[config.mk]
export PLATFORM = sky130hd
export DESIGN_NAME = uart_ftx
export DESIGN_NICKNAME = d
export VERILOG_FILES = /design/src/rtl/uart_ftx_pkg.sv /design/src/rtl/uart_ftx_strobe.sv /design/src/rtl/uart_ftx_baud.sv /design/src/rtl/uart_ftx_frame.sv /design/src/rtl/uart_ftx.sv
export SDC_FILE = /design/constraint.sdc
export NUM_CORES = 1
export LEC_CHECK = 0
export BUFFER_PORTS_ARGS = -buffer_cell sky130_fd_sc_hd__buf_2
export CORE_MARGIN = 4
export CORE_UTILIZATION = 55
export CTS_BUF_LIST = sky130_fd_sc_hd__clkbuf_4 sky130_fd_sc_hd__clkbuf_8
export DETAILED_ROUTE_END_ITERATION = 10
export GPL_TIMING_DRIVEN = 0
export PLACE_DENSITY_LB_ADDON = 0.05
export SLEW_MARGIN = 15
export SYNTH_ARGS = -nofsm -noshare
export SYNTH_HDL_FRONTEND = slang
export SYNTH_SLANG_ARGS = --single-unit
[constraint.sdc]
create_clock -name clk -period 1.8 [get_ports clk]
set_input_delay 0.27 -clock clk [delete_from_list [all_inputs] [get_ports clk]]
set_output_delay 0.27 -clock clk [all_outputs]
set_load 0.05 [all_outputs]
[src/rtl/uart_ftx_pkg.sv]
package uart_ftx_pkg;
  // overhead bits around the data: start, parity, stop
  localparam int unsigned FRAME_OVERHEAD = 3;

  function automatic int unsigned frame_bits(input int unsigned data_w);
    return data_w + FRAME_OVERHEAD;
  endfunction

  typedef enum logic {
    PAR_EVEN = 1'b0,
    PAR_ODD  = 1'b1
  } par_mode_e;
endpackage

[src/rtl/uart_ftx_strobe.sv]
module uart_ftx_strobe (
  input  logic clk,
  input  logic rst,
  input  logic wr_n,
  output logic fall
);
  logic wr_q;

  always_ff @(posedge clk) begin
    if (rst) wr_q <= 1'b1;
    else     wr_q <= wr_n;
  end

  assign fall = wr_q & ~wr_n;
endmodule

[src/rtl/uart_ftx_baud.sv]
module uart_ftx_baud #(
  parameter int unsigned OVERSAMPLE = 16
) (
  input  logic clk,
  input  logic rst,
  input  logic restart,
  input  logic run,
  output logic bit_end
);
  localparam int unsigned CW = (OVERSAMPLE > 1) ? $clog2(OVERSAMPLE) : 1;
  localparam logic [CW-1:0] LAST = CW'(OVERSAMPLE - 1);

  logic [CW-1:0] cnt;

  assign bit_end = run && (cnt == LAST);

  always_ff @(posedge clk) begin
    if (rst || restart || !run) cnt <= '0;
    else if (bit_end)           cnt <= '0;
    else                        cnt <= cnt + 1'b1;
  end
endmodule

[src/rtl/uart_ftx_frame.sv]
module uart_ftx_frame
  import uart_ftx_pkg::*;
#(
  parameter int unsigned DATA_W = 8
) (
  input  logic              clk,
  input  logic              rst,
  input  logic              load,
  input  logic [DATA_W-1:0] data,
  input  logic              odd_par,
  input  logic              bit_end,
  output logic              busy,
  output logic              txd
);
  localparam int unsigned NBITS = frame_bits(DATA_W);
  localparam int unsigned BW    = $clog2(NBITS);
  localparam logic [BW-1:0] LAST_BIT = BW'(NBITS - 1);

  logic [NBITS-1:0] sh;
  logic [BW-1:0]    bit_idx;
  logic             par;

  always_comb begin
    par = ^data;
    if (par_mode_e'(odd_par) == PAR_ODD) par = ~par;
  end

  always_ff @(posedge clk) begin
    if (rst) begin
      sh      <= '1;
      bit_idx <= '0;
      busy    <= 1'b0;
    end else if (load) begin
      sh      <= {1'b1, par, data, 1'b0};
      bit_idx <= '0;
      busy    <= 1'b1;
    end else if (bit_end) begin
      sh <= {1'b1, sh[NBITS-1:1]};
      if (bit_idx == LAST_BIT) begin
        busy    <= 1'b0;
        bit_idx <= '0;
      end else begin
        bit_idx <= bit_idx + 1'b1;
      end
    end
  end

  assign txd = sh[0];
endmodule

[src/rtl/uart_ftx.sv]
module uart_ftx #(
  parameter int unsigned DATA_W     = 8,
  parameter int unsigned OVERSAMPLE = 16
) (
  input  logic              clk,
  input  logic              rst,
  input  logic              wr_n,
  input  logic [DATA_W-1:0] din,
  input  logic              odd_par,
  output logic              ready,
  output logic              txd
);
  logic fall;
  logic busy;
  logic accept;
  logic bit_end;

  uart_ftx_strobe u_strobe (
    .clk  (clk),
    .rst  (rst),
    .wr_n (wr_n),
    .fall (fall)
  );

  assign accept = fall & ~busy;

  uart_ftx_baud #(.OVERSAMPLE(OVERSAMPLE)) u_baud (
    .clk     (clk),
    .rst     (rst),
    .restart (accept),
    .run     (busy),
    .bit_end (bit_end)
  );

  uart_ftx_frame #(.DATA_W(DATA_W)) u_frame (
    .clk     (clk),
    .rst     (rst),
    .load    (accept),
    .data    (din),
    .odd_par (odd_par),
    .bit_end (bit_end),
    .busy    (busy),
    .txd     (txd)
  );

  assign ready = ~busy;
endmodule

### Word-level counts from Yosys, hierarchy flattened

Cells that the tools add are included.

* bits in registers: 20
* input port bits: 12
* output and inout bits: 2
* logic and storage cells: 31

* add/sub/neg operators: 2
* equal/unequal tests: 2
* muxes and demuxes: 7
* bitwise gates (word level): 5
* reduce and logical (&&, ||, !) cells: 10

Operators with widths (count)
* 2-to-1 mux 10 bit: 2
* adder 4 x 1 -> 4 bit, second input constant: 2
* equality test 4 bit, second input constant: 2
* XOR reduction 8 bit: 1
* 2-to-1 mux 1 bit: 4
* 2-to-1 mux 4 bit: 1
* nonzero test 2 bit: 2
* OR reduction 2 bit: 2
* inverter 1 bit: 3
* AND 1 bit: 2
* logical OR 1 bit: 2
* AND reduction 2 bit: 1
* logical AND 1 bit: 1
* zero test 1 bit: 1

### Depth between registers and ports, before layout

Gate-level depths: netlist (run 1).

* depth in word-level cells: 6
* gate-level depth with buffers: 7
* depth with buffers taken out: 5

### Hierarchy

Synthesis (run 1) repeated with hierarchy kept, for this count alone.

* cells, all modules: 99
* area, all modules: 1016.0 µm²

Modules (own cells, without submodules)
* uart_ftx_frame: times used 1, cells an instance 78, area an instance 810.8 µm², seq. area each 300.3 µm²
* uart_ftx_baud: times used 1, cells an instance 16, area an instance 160.2 µm², seq. area each 80.1 µm²
* uart_ftx_strobe: times used 1, cells an instance 3, area an instance 35.0 µm², seq. area each 20.0 µm²
* uart_ftx: times used 1, cells an instance 2, area an instance 10.0 µm², seq. area each 0.0 µm²

### Worst setup path after synthesis (run 1)

OpenSTA, ideal clock, no wires.

* path type: reg2reg
* from: register u_baud.cnt[0]
* to: register u_frame.sh[3]
* library setup time: 0.125 ns
* data arrival time: 1.311 ns
* data required time: 1.675 ns
* setup slack: 0.365 ns
* cell stages (with the launch flop): 7
* path buffers: 2
* period minus slack after synthesis: 1.435 ns
* cell sequence: dfxtp_1 > ha_1 > and4_1 > buf_6 > buf_6 > a221oi_1 > nand2_1

* word-level cells in the longest chain between the ends: 3

RTL lines
* from (decl): line uart_ftx_baud.sv:13 `logic [CW-1:0] cnt;`
* from (signal assigned): line uart_ftx_baud.sv:20 `else cnt <= cnt + 1'b1;`
* equality test 4 bit: line uart_ftx_baud.sv:15 `assign bit_end = run && (cnt == LAST);`
* logical AND 1 bit: line uart_ftx_baud.sv:15
* nonzero test 2 bit (no source line)
* to (signal assigned): line uart_ftx_frame.sv:34 `sh <= {1'b1, par, data, 1'b0};`
* to (signal assigned): line uart_ftx_frame.sv:38 `sh <= {1'b1, sh[NBITS-1:1]};`
* to (decl): line uart_ftx_frame.sv:19 `logic [NBITS-1:0] sh;`

Every way passes these cells.
A chain may end at the register's enable or synchronous reset.

### Worst setup path in the final report (run 1)

* from: register u_baud.cnt[0]
* to: register u_frame.sh[6]

Same word-level chain as after synthesis.

==> flow_summary.toml, run 1 <==
[sta]
rsz0062_at_grt = "no"
setup_viol = 0
min_period_ps = 1570
setup_slack_ps = 235
finalCritPeriodShare_pct = 86.9
skew_ps = 2.96
fin_setup_tns_ps = 0
worst_pin_slew_ps = 499
hold_viol_final = 0
max_freq_mhz = 639
slew_headroom_pct = 66.6
drv_slew = 0

[floorplan]
start_util_pct = 59.0
die_height_microns = 48.4
pin_count = 14
die_w_microns = 48.4
rows = 14
placeableCoreArea_sq_mm = 0.00152
dieArea_sq_mm = 0.00235

[clocking]
h-tree-depth = 1
ctsResizeCount = 0
root_buffer = "clkbuf_4"
cts_sinks = 20
hold_buffers = 0
cts_buffers = 3
tritoncts = "built"
clock_latency_ps = 300
clk_pin_slew_worst_paths_ps = 110
clk_path_buf_depth = 2
post_cts_buffers = 0

[global_route]
antenna_found_initial = 0
grt_pass1_vias = 712
overflow = 0
grt_use_total_pct = 14.7
grt_max_degree = 12
grt_pass1_wl_mm = 2.83

[power]
p_comb_share_pct = 15.1
pwr-share-clk_pct = 29.5
p_leak_nw = 0.437
p_total_mw = 0.869
power_switching_mw = 0.217
p_int_mw = 0.652
p_per_area_mw_per_mm2 = 851
p_seq_share_pct = 55.3
peakVddDrop_mv = 0.591
swShare_pct = 25.0

[detailed_routing]
drt_iter0_markers = 20
wire_per_inst_microns = 11.9
avgViaCountPerCell = 5.63
vias = 737
routed_wl_mm = 1.55
drc = 0
dr.pass1.iters = 4
postRouteAntennaNets = 0

[worst_setup_path]
start_kind = "register"
reg2reg_depth = 6
cp_num_cells = 6
cp_slowest_cell = "nor2_1"
crit_path_end_kind = "register"
setup.worst_path.class = "register to register"
crit_fanout = 10
critPathMostFrequentCell = "nand2_1"
crit_family = "simple AND/OR/NAND/NOR gates"
critPathBufInv = 1
slowest_delay_ps = 410
path_cells = "ha_1, and4_1, buf_6, nor2_1, nand2_1, nand2_1"
cp.arrival_ps = 1820
crit_required_ps = 2050

[final_layout]
final_cell_mix = "20 x dfxtp_1, 18 x nand2_1, 14 x buf_2"
nFillCells = 128
syn_to_final_growth_pct = 13.5
multi_input_area_sq_um = 457
nets = 129
n_antenna_cell = 0
regArea_sq_um = 400
final_common_cell = "dfxtp_1"
layout-drive-gt1-share_pct = 19.1

[hold_path]
min_path_type = "primary input to register"
whs_path_depth = 2

[run_status]
status = "finished clean"

[run]
drv_cap = 0

[placement]
gp_congestion = 0.751
io_buffers = 13
dp_hpwl_mm = 1.15
pre_cts_slack_ps = 264

[synthesis]
syn_nets = 111
ys_types = 30
ys_warn_count = 0
syn_area_sq_um = 900
syn_avg_cell_area_sq_um = 9.18
syn-instance-count = 98
yosysSeqAreaShare_pct = 44.5
ys_ff_latch = 20
## logic make-up (layout without fill, tap and decap cells)
group / after synthesis / count (layout) / synth area share (%)
buffers and inverters: 7 / 24 / 4.73
adder cells (fa/ha/maj): 1 / 1 / 1.39
AO/OA/AOI/OAI: 18 / 18 / 15.4
AND/OR/NAND/NOR: 41 / 41 / 21.7
XOR/XNOR: 11 / 11 / 12.2
flip-flops: 20 / 20 / 44.5
## sequential cells by signal (all words and copies together) (netlist names)
signal           flops
u_baud.cnt           4
u_frame.bit_idx      4
u_frame.busy         1
u_frame.sh          10
u_strobe.wr_q        1
## cell type report
cell class,count,area share (%)
Timing Repair Buffer,13,6.37
Multi-Input combinational cell,71,44.7
Buffer,4,3.06
Inverter,3,1.10
Sequential cell,20,39.2
Tap cell,16,1.96
Clock buffer,4,3.55
## worst register-to-register path: stages, from the launching register on
cell and delay (ps):
dfxtp_1 340, ha_1 230, and4_1 220, buf_6 140, nor2_1 410, nand2_1 110, nand2_1 70
## final timing paths
kind,end,slack (ps),startpoint
setup / recovery,u_frame.sh[6],230,u_baud.cnt[0]
hold / removal,u_strobe.wr_q,180,wr_n
setup reg to reg,u_frame.sh[6],230,u_baud.cnt[0]
hold reg to reg,u_frame.sh[5],450,u_frame.sh[5]
## cell usage after synthesis, drive strengths merged
cell type | count | area [sq um]
nand3b | 1 | 7.51
clkbuf | 1 | 3.75
a211o | 1 | 8.76
ha | 1 | 12.5
a211oi | 1 | 7.51
a2bb2oi | 1 | 8.76
dfxtp | 20 | 400
a221oi | 8 | 70.1
a31oi | 1 | 6.26
a21oi | 2 | 10.0
nor3 | 1 | 5.00
nor3b | 2 | 15.0
or2 | 2 | 12.5
a311o | 1 | 10.0
o21ai | 2 | 10.0
xnor3 | 1 | 22.5
nor2b | 3 | 18.8
nor2 | 8 | 30.0
nand2b | 1 | 6.26
nand3 | 3 | 15.0
inv | 3 | 11.3
nand2 | 18 | 67.6
buf | 3 | 27.5
a21o | 1 | 7.51
and4 | 1 | 8.76
and3b | 1 | 8.76
xor2 | 3 | 26.3
xnor2 | 7 | 61.3
## power groups by stage
stage	Sequential, mW	Combinational, mW	Clock [mW]
global route	0.484	0.146	0.289
finish	0.481	0.131	0.257
CTS	0.481	0.133	0.269
floorplan	0.494	0.0914	0
global placement	0.490	0.130	0
detailed placement	0.490	0.133	0
## per-stage QoR
stage | util, % | area, sq um | hold WS, ps | instances
global route | 67.0 | 1020 | 176 | 131
global placement | 64.6 | 985 | 432 | 127
CTS | 67.0 | 1020 | 174 | 131
floorplan | - | 900 | 374 | 98
detailed placement | 64.6 | 985 | 433 | 127
finish | 67.0 | 1020 | 183 | 131
## per-layer routing
layer / share of wire [%] / up-vias / GRT usage (%) / wire, microns
met5: 0 / - / 0 / 0
met4: 2.0 / 0 / 6.91 / 31
met3: 3.8 / 4 / 3.99 / 59
met2: 45 / 11 / 24.1 / 697
met1: 49 / 349 / 17.6 / 766
li1: - / 373 / - / -
No activity file was read; power rests on OpenSTA's default activity.
==> run 2, diff against run 1 <==
Settings changed: GPL_TIMING_DRIVEN 0 to default.
==> flow_summary.toml, run 2 (synthesis gave the netlist of run 1 again) <==
[clocking]
clk_path_buf_depth = 2
post_cts_buffers = 0
clock_latency_ps = 290
root_buffer = "clkbuf_4"
hold_buffers = 0
cts_sinks = 20
ctsResizeCount = 0
clk_pin_slew_worst_paths_ps = 110
h-tree-depth = 1
tritoncts = "built"
cts_buffers = 3

[power]
p_comb_share_pct = 15.6
peakVddDrop_mv = 0.486
power_switching_mw = 0.219
swShare_pct = 25.1
pwr-share-clk_pct = 29.4
p_per_area_mw_per_mm2 = 863
p_total_mw = 0.874
p_seq_share_pct = 55.0
p_int_mw = 0.655
p_leak_nw = 0.434

[floorplan]
rows = 14
start_util_pct = 59.0
pin_count = 14
placeableCoreArea_sq_mm = 0.00152
dieArea_sq_mm = 0.00235
die_height_microns = 48.4
die_w_microns = 48.4

[detailed_routing]
drt_iter0_markers = 13
avgViaCountPerCell = 5.51
drc = 0
vias = 716
dr.pass1.iters = 4
routed_wl_mm = 1.68
wire_per_inst_microns = 12.9
postRouteAntennaNets = 0

[sta]
skew_ps = 3.87
worst_pin_slew_ps = 380
fin_setup_tns_ps = 0
hold_viol_final = 0
setup_viol = 0
slew_headroom_pct = 74.7
max_freq_mhz = 613
finalCritPeriodShare_pct = 90.7
min_period_ps = 1630
rsz0062_at_grt = "no"
drv_slew = 0

[final_layout]
syn_to_final_growth_pct = 12.5
layout-drive-gt1-share_pct = 19.3
final_util_pct = 66.4
largestRegisters = "u_frame.sh x10, u_baud.cnt x4, u_frame.bit_idx x4"
final_cell_mix = "20 x dfxtp_1, 18 x nand2_1, 13 x buf_2"
final_common_cell = "dfxtp_1"
n_antenna_cell = 0
nets = 128
largest_register = "u_frame.sh"
largest_reg_flops = 10

[global_route]
grt_max_degree = 15
grt_use_total_pct = 15.8
grt_pass1_wl_mm = 2.97
antenna_found_initial = 0
overflow = 0
grt_pass1_vias = 660

[hold_path]
min_path_type = "primary input to register"

[placement]
dp_hpwl_mm = 1.17
gp_congestion = 0.827
io_buffers = 13

[worst_setup_path]
crit_path_end_kind = "register"
crit_fanout = 12
crit_required_ps = 1990
cp.arrival_ps = 1820
start_kind = "register"
setup.worst_path.class = "register to register"

[run_status]
status = "finished clean"

[run]
drv_cap = 0
## run 2: changes by cell type in the layout (fill, tap and decap cells not counted), sizes merged
| cell | previous run | this run |
|---|---|---|
| clkbuf | 5 | 4 |
## run 2: power by group through the flow
stage | Sequential [mW] | Combinational [mW] | Clock (mW)
after floorplan | 0.494 | 0.0914 | 0
after global placement | 0.490 | 0.133 | 0
after detailed placement | 0.491 | 0.136 | 0
after CTS | 0.481 | 0.138 | 0.267
after global routing | 0.484 | 0.154 | 0.282
final | 0.481 | 0.137 | 0.257
## run 2: final cells by class
class                      count  area [sq um]
multi-input combinational     71           457
timing repair buffer          16          87.6
inverter                       3          11.3
tap                           16          20.0
fill                         121           512
clock buffer                   4          36.3
sequential                    20           400
## run 2: worst paths after layout
check,slack (ps),from,end,depth (start not counted)
worst min-delay path,180,wr_n,u_strobe.wr_q,2
worst min register to register,450,u_frame.sh[2],u_frame.sh[2],2
worst max-delay path,170,u_baud.cnt[0],u_frame.sh[8],5
worst max register to register,170,u_baud.cnt[0],u_frame.sh[8],5
## run 2: layer usage
metal	up-vias	share of wire, %	global-route usage, %
li1	373	-	-
met1	332	48	20.7
met2	9	48	24.8
met3	2	3.2	3.99
met4	0	0.54	5.53
met5	-	0	0
## run 2: critical path, stage by stage (launching register included)
cell and delay, ps:
dfxtp_1 340, ha_1 230, and4_1 340, buf_4 220, a221oi_1 310, nand2_1 80
## run 2: per-stage QoR
| step | setup slack, ps | cells | hold slack, ps | area, sq um |
|---|---|---|---|---|
| after floorplan | 365 | 98 | 374 | 900 |
| after global placement | 222 | 126 | 430 | 976 |
| after detailed placement | 185 | 126 | 439 | 976 |
| after CTS | 169 | 130 | 173 | 1010 |
| after global routing | 31.7 | 130 | 186 | 1010 |
| final | 168 | 130 | 184 | 1010 |
==> run 3, diff against run 2 <==
Settings changed: CORE_MARGIN 4 to 3, CORE_UTILIZATION 55 to 50, CTS_CLUSTER_SIZE from default to 25.
==> flow_summary.toml, run 3 (synthesis gave the netlist of run 1 again) <==
[clocking]
cts_sinks = 20
post_cts_buffers = 0
clk_pin_slew_worst_paths_ps = 110
tritoncts = "built"
cts_buffers = 3
clock_latency_ps = 300
root_buffer = "clkbuf_4"
ctsResizeCount = 0
h-tree-depth = 1
hold_buffers = 0
clk_path_buf_depth = 2

[sta]
hold_viol_final = 0
skew_ps = 3.49
hold_slack_ps = 185
finalCritPeriodShare_pct = 91.2
setup_slack_ps = 158
min_period_ps = 1640
drv_slew = 0
fin_setup_tns_ps = 0
slew_headroom_pct = 72.9
worst_pin_slew_ps = 406
max_freq_mhz = 609
setup_viol = 0
rsz0062_at_grt = "no"

[final_layout]
nFillCells = 135
largest_reg_flops = 10
nets = 128
multi_input_area_sq_um = 457
stdcell_area_sq_mm = 0.00102
n_antenna_cell = 0
layout-drive-gt1-share_pct = 19.3
syn_to_final_growth_pct = 13.6
largest_register = "u_frame.sh"
regArea_sq_um = 400
final_cell_mix = "20 x dfxtp_1, 18 x nand2_1, 13 x buf_2"
largestRegisters = "u_frame.sh x10, u_baud.cnt x4, u_frame.bit_idx x4"
final_common_cell = "dfxtp_1"

[worst_setup_path]
r2r-end = "u_frame.sh[4]"
ff2ff_setup_slack_ps = 160
crit_required_ps = 1990
start_kind = "register"
cp.arrival_ps = 1830
startpoint = "u_baud.cnt[0]"
crit_fanout = 12
setup.worst_path.class = "register to register"
reg2reg_depth = 5
crit_path_end_kind = "register"
crit-reg2reg-launch = "u_baud.cnt[0]"

[global_route]
grt_pass1_wl_mm = 2.89
use_met2_pct = 24.5
grt_use_met1_pct = 19.3
grt-busiest-layer = "met2"
overflow = 0
antenna_found_initial = 0
grt_use_met3_pct = 3.68
grt_pass1_vias = 673
grt_use_total_pct = 15.3
grt_max_degree = 15

[detailed_routing]
wire_per_inst_microns = 12.2
drc = 0
avgViaCountPerCell = 5.30
routed_wl_mm = 1.68
drt_iter0_markers = 9
vias = 731
dr.pass1.iters = 4
postRouteAntennaNets = 0

[power]
p_seq_share_pct = 55.0
swShare_pct = 25.1
pwr-share-clk_pct = 29.3
peakVddDrop_mv = 0.566
p_total_mw = 0.875
p_per_area_mw_per_mm2 = 856
power_switching_mw = 0.220
p_leak_nw = 0.434
p_int_mw = 0.655
p_comb_share_pct = 15.7

[floorplan]
die_height_microns = 48.4
placeableCoreArea_sq_mm = 0.00159
rows = 14
pin_count = 14
dieArea_sq_mm = 0.00234
start_util_pct = 56.4
die_w_microns = 48.4

[run]
drv_cap = 0

[placement]
gp_congestion = 0.809
pre_cts_slack_ps = 160
placed_cell_area_sq_um = 986
io_buffers = 13
dp_hpwl_mm = 1.20

[hold_path]
holdPathEnd = "u_strobe.wr_q"
whs_path_depth = 2
hold_start = "wr_n"
min_path_type = "primary input to register"

[run_status]
status = "finished clean"
## run 3: metal layers
metal | share of wire [%] | wire length (microns)
met2 | 47 | 784
met3 | 3.2 | 54
met1 | 49 | 819
met5 | 0 | 0
met4 | 1.4 | 23
## run 3: stage by stage
step	cells	util [%]
after floorplan	98	-
after detailed placement	134	61.9
after global placement	134	61.9
after CTS	138	64.1
final	138	64.1
after global routing	138	64.1
## run 3: area by class of cell
cell class,count,area share (%)
well taps,24,2.94
repair buffers,16,8.57
inverters,3,1.10
clock buffers,4,3.55
flip-flops and latches,20,39.2
multi-input cells,71,44.7
## run 3: worst max-delay path: stages, from the launching register on
cell and delay (ps):
dfxtp_1 340, ha_1 240, and4_1 350, buf_4 230, a221oi_1 290, nand2_1 90
## run 3: worst max-delay path by stage
stage / end / slack, ps
2_1_floorplan: u_frame.sh[3] / 360
3_3_place_gp: u_frame.sh[2] / 210
3_5_place_dp: u_frame.sh[4] / 160
4_1_cts: u_frame.sh[4] / 130
5_1_grt: u_frame.sh[4] / 50
6_report: u_frame.sh[4] / 160
## run 3: power by group through the flow
stage	combinational [mW]	sequential, mW	clock (mW)
after detailed placement	0.136	0.492	0
after CTS	0.138	0.481	0.269
after global routing	0.150	0.484	0.286
after global placement	0.134	0.490	0
final	0.137	0.481	0.257
after floorplan	0.0914	0.494	0
